**config.mk**
```make
export PLATFORM = sky130hd
export DESIGN_NAME = stencil_window
export DESIGN_NICKNAME = d
export VERILOG_FILES = /design/src/rtl/stencil_pkg.sv /design/src/rtl/stencil_fifo.sv /design/src/rtl/stencil_rowstore.sv /design/src/rtl/stencil_mac.sv /design/src/rtl/stencil_window.sv
export SDC_FILE = /design/constraint.sdc
export NUM_CORES = 2
export LEC_CHECK = 0
export BUFFER_PORTS_ARGS = -buffer_cell sky130_fd_sc_hd__buf_4
export CAP_MARGIN = 10
export CORE_UTILIZATION = 64
export DETAILED_ROUTE_END_ITERATION = 8
export PLACE_DENSITY = 0.79
export SYNTH_ARGS = -nofsm -noshare
export SYNTH_HDL_FRONTEND = slang
export SYNTH_SLANG_ARGS = --single-unit
```
**constraint.sdc**
```tcl
create_clock -name clk -period 13.9 [get_ports clk]
set_clock_uncertainty 0.1 [all_clocks]
set_input_delay 1.39 -clock clk [delete_from_list [all_inputs] [get_ports clk]]
set_output_delay 1.39 -clock clk [all_outputs]
set_load 0.01 [all_outputs]
```
**src/rtl/stencil_pkg.sv**
```systemverilog
package stencil_pkg;
    localparam int TAPS     = 3;
    localparam int NTAP     = TAPS * TAPS;
    localparam int PIX_W    = 8;
    localparam int COEF_W   = 8;
endpackage

```
**src/rtl/stencil_fifo.sv**
```systemverilog
module stencil_fifo #(
    parameter int DW    = 9,
    parameter int DEPTH = 4
) (
    input  logic          clk,
    input  logic          rst_n,
    input  logic          push,
    input  logic [DW-1:0] din,
    output logic          full,
    input  logic          pop,
    output logic [DW-1:0] dout,
    output logic          empty
);
    localparam int AW = (DEPTH > 1) ? $clog2(DEPTH) : 1;
    localparam int CW = $clog2(DEPTH + 1);

    typedef struct packed {
        logic [AW-1:0] wp;
        logic [AW-1:0] rp;
        logic [CW-1:0] cnt;
    } fifo_t;

    fifo_t         s_d, s_q;
    logic [DW-1:0] mem_q [DEPTH];
    logic          do_push, do_pop;

    assign full    = (s_q.cnt == CW'(DEPTH));
    assign empty   = (s_q.cnt == '0);
    assign dout    = mem_q[s_q.rp];
    assign do_push = push && !full;
    assign do_pop  = pop && !empty;

    always_comb begin
        s_d = s_q;
        if (do_push) s_d.wp = (s_q.wp == AW'(DEPTH - 1)) ? '0 : s_q.wp + 1'b1;
        if (do_pop)  s_d.rp = (s_q.rp == AW'(DEPTH - 1)) ? '0 : s_q.rp + 1'b1;
        if (do_push && !do_pop)      s_d.cnt = s_q.cnt + 1'b1;
        else if (!do_push && do_pop) s_d.cnt = s_q.cnt - 1'b1;
    end

    always_ff @(posedge clk or negedge rst_n) begin
        if (!rst_n) s_q <= '0;
        else        s_q <= s_d;
    end

    always_ff @(posedge clk) begin
        if (do_push) mem_q[s_q.wp] <= din;
    end
endmodule

```
**src/rtl/stencil_rowstore.sv**
```systemverilog
module stencil_rowstore #(
    parameter int PW    = 8,
    parameter int MAX_W = 64,
    parameter int LINES = 2
) (
    input  logic                        clk,
    input  logic [$clog2(MAX_W)-1:0]    addr,
    input  logic                        we,
    input  logic [PW-1:0]               din,
    output logic [LINES-1:0][PW-1:0]    rd
);
    for (genvar g = 0; g < LINES; g++) begin : g_line
        logic [PW-1:0] mem_q [MAX_W];
        assign rd[g] = mem_q[addr];
        if (g == 0) begin : g_head
            always_ff @(posedge clk) begin
                if (we) mem_q[addr] <= din;
            end
        end else begin : g_chain
            always_ff @(posedge clk) begin
                if (we) mem_q[addr] <= rd[g-1];
            end
        end
    end
endmodule

```
**src/rtl/stencil_mac.sv**
```systemverilog
module stencil_mac
    import stencil_pkg::*;
#(
    parameter int PW  = 8,
    parameter int CW  = 8,
    parameter int SHW = 4
) (
    input  logic [NTAP-1:0][PW-1:0] taps,
    input  logic [NTAP*CW-1:0]      coefs,
    input  logic [SHW-1:0]          shift,
    output logic [PW-1:0]           pix
);
    localparam int ACC_W = PW + CW + 5;
    localparam logic signed [ACC_W-1:0] MAXV = ACC_W'((1 << PW) - 1);

    logic signed [ACC_W-1:0] acc, term_a, term_b, scaled;

    always_comb begin
        acc = '0;
        for (int i = 0; i < NTAP; i++) begin
            term_a = ACC_W'($signed({1'b0, taps[i]}));
            term_b = ACC_W'($signed(coefs[i*CW +: CW]));
            acc    = acc + term_a * term_b;
        end
        scaled = acc >>> shift;
        if (scaled < 0)         pix = '0;
        else if (scaled > MAXV) pix = MAXV[PW-1:0];
        else                    pix = scaled[PW-1:0];
    end
endmodule

```
**src/rtl/stencil_window.sv**
```systemverilog
module stencil_window
    import stencil_pkg::*;
#(
    parameter int MAX_W     = 64,
    parameter int MAX_H     = 1024,
    parameter int PW        = PIX_W,
    parameter int CW        = COEF_W,
    parameter int SHW       = 4,
    parameter int IN_DEPTH  = 4,
    parameter int OUT_DEPTH = 4,
    localparam int XW       = $clog2(MAX_W),
    localparam int YW       = $clog2(MAX_H + 2)
) (
    input  logic               clk,
    input  logic               rst_n,
    input  logic [XW:0]        cfg_width,
    input  logic [YW-1:0]      cfg_height,
    input  logic [NTAP*CW-1:0] cfg_weights,
    input  logic [SHW-1:0]     cfg_shift,
    input  logic               in_valid,
    output logic               in_ready,
    input  logic [PW-1:0]      in_pix,
    input  logic               in_sof,
    output logic               out_valid,
    input  logic               out_ready,
    output logic [PW-1:0]      out_pix,
    output logic               out_sof,
    output logic               out_eol
);
    localparam int OCW = $clog2(OUT_DEPTH + 1);

    typedef struct packed {
        logic                    run;
        logic [XW-1:0]           xi;
        logic [YW-1:0]           yi;
        logic [XW-1:0]           ox;
        logic [YW-1:0]           oy;
        logic [NTAP-1:0][PW-1:0] win;
        logic                    win_vld;
        logic [PW+1:0]           res;
        logic                    res_vld;
        logic [OCW-1:0]          ocnt;
    } core_t;

    core_t                   s_d, s_q;
    logic                    ififo_full, ififo_empty, in_pop;
    logic [PW:0]             ififo_dout;
    logic                    ofifo_push, ofifo_full, ofifo_empty, opop;
    logic [1:0][PW-1:0]      lb_rd;
    logic                    lb_we;
    logic [NTAP-1:0][PW-1:0] taps;
    logic [PW-1:0]           mac_pix;
    logic [2:0][PW-1:0]      col;
    logic [XW-1:0]           wlast;
    logic [YW-1:0]           hend, hlast;
    logic                    drain, room, step;

    assign in_ready   = !ififo_full;
    assign out_valid  = !ofifo_empty;
    assign opop       = out_valid && out_ready;
    assign ofifo_push = s_q.res_vld;
    assign wlast      = XW'(cfg_width - 1'b1);
    assign hend       = YW'(cfg_height + 1'b1);
    assign hlast      = YW'(cfg_height - 1'b1);

    stencil_fifo #(.DW(PW + 1), .DEPTH(IN_DEPTH)) u_ififo (
        .clk(clk), .rst_n(rst_n), .push(in_valid), .din({in_sof, in_pix}),
        .full(ififo_full), .pop(in_pop), .dout(ififo_dout), .empty(ififo_empty)
    );

    stencil_rowstore #(.PW(PW), .MAX_W(MAX_W), .LINES(2)) u_rows (
        .clk(clk), .addr(s_q.xi), .we(lb_we), .din(ififo_dout[PW-1:0]), .rd(lb_rd)
    );

    stencil_mac #(.PW(PW), .CW(CW), .SHW(SHW)) u_mac (
        .taps(taps), .coefs(cfg_weights), .shift(cfg_shift), .pix(mac_pix)
    );

    stencil_fifo #(.DW(PW + 2), .DEPTH(OUT_DEPTH)) u_ofifo (
        .clk(clk), .rst_n(rst_n), .push(ofifo_push), .din(s_q.res),
        .full(ofifo_full), .pop(opop), .dout({out_sof, out_eol, out_pix}), .empty(ofifo_empty)
    );

    // column clamp: edge columns reuse the centre column of the window
    always_comb begin
        for (int r = 0; r < TAPS; r++) begin
            taps[r*TAPS + 1] = s_q.win[r*TAPS + 1];
            taps[r*TAPS + 0] = (s_q.ox == '0)   ? s_q.win[r*TAPS + 1] : s_q.win[r*TAPS + 0];
            taps[r*TAPS + 2] = (s_q.ox == wlast) ? s_q.win[r*TAPS + 1] : s_q.win[r*TAPS + 2];
        end
    end

    always_comb begin
        s_d    = s_q;
        in_pop = 1'b0;
        lb_we  = 1'b0;
        step   = 1'b0;
        drain  = (s_q.yi >= cfg_height);
        room   = (32'(s_q.ocnt) + 32'(s_q.win_vld) + 32'(s_q.res_vld)) < 32'(OUT_DEPTH);

        // row clamp applied as the column enters the window
        col[1] = lb_rd[0];
        col[0] = (s_q.yi == YW'(1)) ? lb_rd[0] : lb_rd[1];
        col[2] = drain ? lb_rd[0] : ififo_dout[PW-1:0];

        if (!s_q.run) begin
            if (!ififo_empty) begin
                if (ififo_dout[PW]) s_d.run = 1'b1;
                else                in_pop  = 1'b1;
            end
        end else if ((drain || !ififo_empty) && room) begin
            step = 1'b1;
        end

        s_d.win_vld = 1'b0;
        if (step) begin
            for (int r = 0; r < TAPS; r++) begin
                s_d.win[r*TAPS + 0] = s_q.win[r*TAPS + 1];
                s_d.win[r*TAPS + 1] = s_q.win[r*TAPS + 2];
                s_d.win[r*TAPS + 2] = col[r];
            end
            in_pop      = !drain;
            lb_we       = !drain;
            s_d.win_vld = (s_q.yi >= YW'(2)) || ((s_q.yi == YW'(1)) && (s_q.xi != '0));
            if (s_q.yi == hend) begin
                s_d.run = 1'b0;
                s_d.xi  = '0;
                s_d.yi  = '0;
            end else if (s_q.xi == wlast) begin
                s_d.xi = '0;
                s_d.yi = s_q.yi + 1'b1;
            end else begin
                s_d.xi = s_q.xi + 1'b1;
            end
        end

        s_d.res_vld = s_q.win_vld;
        if (s_q.win_vld) begin
            s_d.res = {(s_q.ox == '0) && (s_q.oy == '0), s_q.ox == wlast, mac_pix};
            if (s_q.ox == wlast) begin
                s_d.ox = '0;
                s_d.oy = (s_q.oy == hlast) ? '0 : s_q.oy + 1'b1;
            end else begin
                s_d.ox = s_q.ox + 1'b1;
            end
        end

        if (s_q.res_vld && !opop)      s_d.ocnt = s_q.ocnt + 1'b1;
        else if (!s_q.res_vld && opop) s_d.ocnt = s_q.ocnt - 1'b1;
    end

    always_ff @(posedge clk or negedge rst_n) begin
        if (!rst_n) s_q <= '0;
        else        s_q <= s_d;
    end
endmodule

```
# [Word-level counts from Yosys, hierarchy flattened]
# Memories as Yosys holds them, arrays and structs flattened.
# Index checks and enable logic that the tools add are counted.
[totals] output_inout_bits=12 word_cells=163 mem_bits_rw=1100 memories=4 reg_bits=136
[mem_list] memory="u_rows.g_line[0].mem_q" depth=64 word_bits=8 rd=1 rd_ports_with_merged_regs=0 wr=1 line_no="stencil_rowstore.sv:13" rtl="logic [PW-1:0] mem_q [MAX_W];"
[mem_list] memory="u_rows.g_line[1].mem_q" depth=64 word_bits=8 rd=1 rd_ports_with_merged_regs=0 wr=1 line_no="stencil_rowstore.sv:13"
[mem_list] memory="u_ofifo.mem_q" depth=4 word_bits=10 rd=1 rd_ports_with_merged_regs=0 wr=1 line_no="stencil_fifo.sv:24" rtl="logic [DW-1:0] mem_q [DEPTH];"
[mem_list] memory="u_ififo.mem_q" depth=4 word_bits=9 rd=1 rd_ports_with_merged_regs=0 wr=1 line_no="stencil_fifo.sv:24"
[op_classes] eq_ne=11 shifts=1 add_sub_neg=27 n_mul=9 reduce_logical=38 magnitude_cmp=5 n_mux=44
[ops] operator="$add 21x21->21" n=8
[ops] operator="$mul 9x8->17" n=9
[ops] operator="$mux 8" n=10
[ops] operator="$add 11x1->11 const B" n=3
[ops] operator="$eq 11x11->1" n=2
[ops] operator="$mux 11" n=2
[ops] operator="$gt 21x9->1 const B" n=1
[ops] operator="$lt 21x1->1 const B" n=1
[ops] operator="$sshr 21x4->21" n=1
[ops] operator="$mux 1" n=18
[ops] operator="$mux 18" n=1
[ops] operator="$mux 3" n=6
[ops] operator="$mux 17" n=1
[ops] operator="$logic_and 1x1->1" n=14
[ops] operator="$add 6x1->6 const B" n=2
[ops] operator="$eq 6x6->1" n=2
[ops] operator="$mux 6" n=2
[ops] operator="$eq 11x1->1 const B" n=1
[ops] operator="$ge 11x11->1" n=1
[ops] operator="$ge 11x2->1 const B" n=1
[ops] operator="$logic_not 1->1" n=11
[ops] operator="$logic_not 11->1" n=1
[ops] operator="$sub 11x1->11 const B" n=1
[ops] operator="$add 3x1->3 const B" n=3
[ops] operator="other kinds (15)" n=33

# [Depth between registers and ports, before layout]
[depth] word_depth=15 depth_mapped=48 depth_no_buf=46

# [Cells and area by module]
# From an unflattened synthesis, not the netlist that was laid out.
[hier_totals] cells_unflattened=5578 hier_area_um2=72904.9
[modules_own_cells] module="stencil_rowstore" instances=1 seq_area_each_um2=30749.5 cells_each=2237 area_per_inst_um2=39306.4
[modules_own_cells] module="stencil_mac" instances=1 seq_area_each_um2=0.0 cells_each=2335 area_per_inst_um2=22561.6
[modules_own_cells] module="stencil_window" instances=1 seq_area_each_um2=3052.9 cells_each=833 area_per_inst_um2=7388.3
[modules_own_cells] module="stencil_fifo at u_ofifo" instances=1 seq_area_each_um2=1376.3 cells_each=89 area_per_inst_um2=1895.6
[modules_own_cells] module="stencil_fifo at u_ififo" instances=1 seq_area_each_um2=1256.2 cells_each=84 area_per_inst_um2=1752.9

# [Least setup slack after synthesis]
# OpenSTA, ideal clock, no wires.
[synth_path] path_type="input to register" start="in cfg_width[0]" end="reg s_q[9] (netlist bit)" t_required_ns=13.674 path_stages=42 path_slack_ns=1.887 setup_ns=0.126 arrival_time_ns=11.787 path_cell_list="nor3_1 -> nor3b_1 -> xnor2_1 -> xnor2_1 -> nor3_1 -> clkbuf_1 -> mux2i_1 -> nor2b_1 -> fa_1 -> fa_1 -> inv_1 -> fa_1 -> inv_1 -> fa_1 -> ha_1 -> inv_1 -> nor2_1 -> nor2_1 -> [... 6 more ...] -> xnor2_1 -> fa_1 -> fa_1 -> fa_1 -> fa_1 -> inv_1 -> ha_1 -> buf_2 -> a21o_1 -> a31oi_1 -> nand2_1 -> a211oi_1 -> o21ba_1 -> a2111oi_2 -> a221o_1 -> and3_1 -> a311o_2 -> a221o_1"
[synth_between] elab_chain_len=15 elab_cells_between_ends=20
[synth_lines] item="from (decl)" line_no="stencil_window.sv:16" rtl="input logic [XW:0] cfg_width,"
[synth_lines] item="$sub 6x1->6 (*)" line_no="stencil_window.sv:62" rtl="assign wlast = XW'(cfg_width - 1'b1);"
[synth_lines] item="$eq 6x6->1 (*)" line_no="stencil_window.sv:89" rtl="taps[r*TAPS + 2] = (s_q.ox == wlast) ? s_q.win[r*TAPS + 1] : s_q.win[r*TAPS + 2];"
[synth_lines] item="$mux 8" line_no="stencil_window.sv:89"
[synth_lines] item="$mul 9x8->17" line_no="stencil_mac.sv:23" rtl="acc = acc + term_a * term_b;"
[synth_lines] item="$add 21x21->21 (6 in series)" line_no="stencil_mac.sv:23"
[synth_lines] item="$add 21x21->21 (*)" line_no="stencil_mac.sv:23"
[synth_lines] item="$sshr 21x4->21 (*)" line_no="stencil_mac.sv:25" rtl="scaled = acc >>> shift;"
[synth_lines] item="$gt 21x9->1" line_no="stencil_mac.sv:27" rtl="else if (scaled > MAXV) pix = MAXV[PW-1:0];"
[synth_lines] item="$mux 8" line_no="stencil_mac.sv:27"
[synth_lines] item="$mux 8 (*)" line_no="stencil_mac.sv:26" rtl="if (scaled < 0) pix = '0;"
[synth_lines] item="to (signal assigned)" line_no="stencil_window.sv:153" rtl="if (!rst_n) s_q <= '0;"
[synth_lines] item="to (signal assigned)" line_no="stencil_window.sv:154" rtl="else s_q <= s_d;"
[synth_lines] item="to (decl)" line_no="stencil_window.sv:45" rtl="core_t s_d, s_q;"
# Every way passes the cells marked *; elsewhere a longest branch is shown, timed or not.
# A chain may end at the register's enable or synchronous reset.

# [Worst setup path in the final report]
[layout_path] start="in cfg_width[0]" end="reg s_q[4] (netlist bit)"
# The elaborated chain is that of the path after synthesis.

==> flow_summary_export.csv <==
group,metric,value,unit
run_status,status,"finished, final reports clean",
timing,relSlewSlack,19.0,%
timing,rsz0062_at_grt,"no",
global_routing,grt_usage,32.4,%
timing,worst_slew_pin_slew,1210,ps
routing,routed_wl,179,mm
worst_setup_path,critPathBufInv,9,
placement,dpl_cell_area,74700,µm²
worst_setup_path,crit_top_cell,"fa_1",
yosys,synth_nets,6520,
timing,finalSetupTns,0,ps
yosys,syn_inst,5510,
final_layout,fillers,7410,
floorplanning,io-pin-count,119,
yosys,synth.distinct_cells,87,
clocking,path_clk_slew,60,ps
global_routing,grt_overflow,0,
global_routing,met2_usage,54.0,%
routing,antenna_left,0,
clocking,clkLatencyLatePin,790,ps
floorplanning,dieArea,113000,µm²
yosys,ys_seq_area_share,50.9,%
yosys,yosysTopAreaCellShare,46.2,%
placement,io_buffers,117,
routing,vias_per_cell,6.36,
routing,dr_total_vias,46100,
routing,drtPass1Iterations,6,
final_layout,fin_area,78500,µm²
routing,drt_iter0_drc,4962,
clocking,clockBufferDepth,3,
final_layout,area_growth,9.74,%
timing,layout_min_cycle_time,13050,ps
worst_setup_path,end_kind,"flip-flop",
yosys,avgSynthCellArea,13.0,µm²
timing,hold_viol,0,
yosys,synthArstFlopShare,11.0,%
timing,slew_violations,0,
yosys,yosys.area.top_type,"edfxtp_1",
clocking,cts_resized,0,
floorplanning,initial_core_util,64.6,%
clocking,cts_tree,"done",
clocking,root_buffer,"clkbuf_16",
timing,max_clock_freq,0.0766,GHz
floorplanning,die_w,336,µm
clocking,cts_setup_buffers,0,
final_layout,drive_above_1_share,9.87,%
worst_setup_path,required,14420,ps
timing,finalSetupViolations,0,
yosys,synthesis.area,71500,µm²
floorplanning,row_count,122,
global_routing,grt_pass1_wl,273,mm
worst_setup_path,cp.arrival,13580,ps
timing,timing.final.crit_share,93.9,%
global_routing,top_usage_layer,"met2",
global_routing,met3_usage,4.90,%
hold_path,hp-class,"flip-flop to flip-flop",
floorplanning,core_region_area,111000,µm²
placement,dpl.hpwl,117,mm
floorplanning,die_h,336,µm
worst_setup_path,slowest_delay,920,ps
run,maxCapViolations,0,
final_layout,final_nets,6680,
yosys,yosysWarnings,0,
global_routing,met1_usage,41.9,%
worst_setup_path,critical-path-top-delay-family,"adder cells",
worst_setup_path,worstPathMaxFanout,23,
routing,wl_per_cell,24.7,µm
worst_setup_path,cp_slowest_cell,"nor3_1",
clocking,cts_buffers,115,
global_routing,grt_pass1_vias,46500,
placement,gp_congestion,0.913,
worst_setup_path,startpoint_type,"input port",
global_routing,antenna_found_initial,2,
yosys,ys.flop_type,"edfxtp_1",
global_routing,grt_max_degree,100,
clocking,hold_buffers,0,
routing,drc,0,
yosys,synth_edf_count,1100,
yosys,ys_ff_latch,1236,
clocking,clock_sinks,1236,
yosys,yosys-top-cells-area,"edfxtp_1, fa_1, ha_1",
worst_setup_path,crit_type,"input port to flip-flop",
clocking,htree_levels,3,
## logic make-up (layout without fill, tap and decap cells)
logic type	Yosys count	count (layout)	share of synthesized area [%]
buffers and inverters	863	1117	4.57
multiplexers	164	164	2.84
other	0	2	0
adder cells (fa/ha/maj)	903	903	20.6
flip-flops	1236	1236	50.9
AO/OA/AOI/OAI	991	991	9.96
XOR/XNOR	176	176	2.17
AND/OR/NAND/NOR	1177	1177	8.94
## path summary, 6_finish.rpt
| check | from | endpoint | slack, ps | cells after the start |
|---|---|---|---|---|
| max | cfg_width[0] | s_q[4]$_DFFE_PN0P_ | 850 | 46 |
| min in group asynchronous | rst_n | s_q[15]$_DFFE_PN0P_ | 530 | 1 |
| max in group asynchronous | rst_n | s_q[119]$_DFFE_PN0P_ | 11530 | 2 |
| min | s_q[2]$_DFFE_PN0P_ | s_q[2]$_DFFE_PN0P_ | 360 | 1 |
| min reg2reg | s_q[2]$_DFFE_PN0P_ | s_q[2]$_DFFE_PN0P_ | 360 | 1 |
| max reg2reg | s_q[99]$_DFFE_PN0P_ | s_q[4]$_DFFE_PN0P_ | 1400 | 38 |
## worst register-to-register path, delay by kind of cell, from the launching register on
family | cells | cell delay, ps
adder cells (fa/ha/maj) | 11 | 4890
AO/OA/AOI/OAI | 13 | 2620
flip-flops | 1 | 420
multiplexers | 1 | 850
XOR/XNOR | 1 | 590
buffers and inverters | 3 | 650
AND/OR/NAND/NOR | 9 | 2250
## layout by cell type, fill, tap and decap left out, types with 75 or more instances in the layout
cell type and n:
dfrtp_1 135, nor2b_1 268, and2_1 227, xor2_1 75
xnor2_1 100, clkbuf_16 115, nand2_1 157, o21ai_0 119
fa_1 458, buf_4 251, inv_1 641, nand2b_1 81
edfxtp_1 1100, nor2_1 202, a21oi_1 118, a22oi_1 366
ha_1 445
## cell usage after synthesis (5+ instances only)
cell type	count
a41oi_1	18
or2_2	6
nand3_1	57
o21bai_1	12
a211oi_1	14
o22ai_1	10
o211ai_1	8
dfrtp_1	136
a221oi_1	74
a21o_1	26
nand2_1	159
inv_1	641
edfxtp_1	1100
nand4b_1	5
fa_1	458
nand2b_1	81
or3_1	10
o21a_1	5
and2_1	227
nor2b_1	268
mux2i_1	66
xor2_1	75
a221o_1	9
a22o_1	74
ha_1	445
a31oi_1	63
a22oi_1	366
o41ai_1	5
o21ai_0	119
nand4_1	57
o21ai_1	7
buf_2	22
o31ai_1	8
clkinv_1	6
mux4_2	24
buf_1	45
a21oi_1	118
mux2_2	74
and3_1	11
xnor2_1	100
clkbuf_1	149
nor3_1	44
nor2_1	204
or4_1	8
nor4_1	24
## final cells by class
cell class                 count  area (µm²)  area share (%)
antenna                        2        5.00         0.00637
clock buffer                 145        2990            3.81
clock inverter                66         813            1.04
inverter                     647        2430            3.09
multi-input combinational   3411       31900            40.7
sequential                  1236       36400            46.4
tap                         1488        1860            2.37
timing repair buffer         259        2040            2.59
## sequential cells by signal, indices dropped and copies added (netlist names)
| name | cells |
|---|---|
| u_rows.g_line.mem_q | 1024 |
| s_q | 120 |
| u_ofifo.mem_q | 40 |
| u_ififo.mem_q | 36 |
| u_ififo.s_q | 7 |
| u_ofifo.s_q | 7 |
| ofifo_push | 1 |
| s_d | 1 |
## layer usage
layer | up-vias | part of all wire, %
met4 | 2 | 4.7
met3 | 409 | 9.1
met2 | 2501 | 49
li1 | 20100 | -
met1 | 23100 | 37
met5 | - | 0.0072
## metrics by stage
| stage | util, % | setup WS, ps | cells | hold slack (ps) |
|---|---|---|---|---|
| floorplan | - | 1890 | 5510 | 252 |
| detailed placement | 67.4 | 335 | 7041 | 354 |
| finish | 70.8 | 846 | 7254 | 362 |
| global placement | 67.4 | 713 | 7041 | 351 |
| global route | 70.8 | 326 | 7253 | 398 |
| CTS | 70.8 | 1030 | 7252 | 367 |
Power is left out: the tool's default activity adds up to more than one toggle a clock period on the data nets, which glitch-free logic cannot reach.
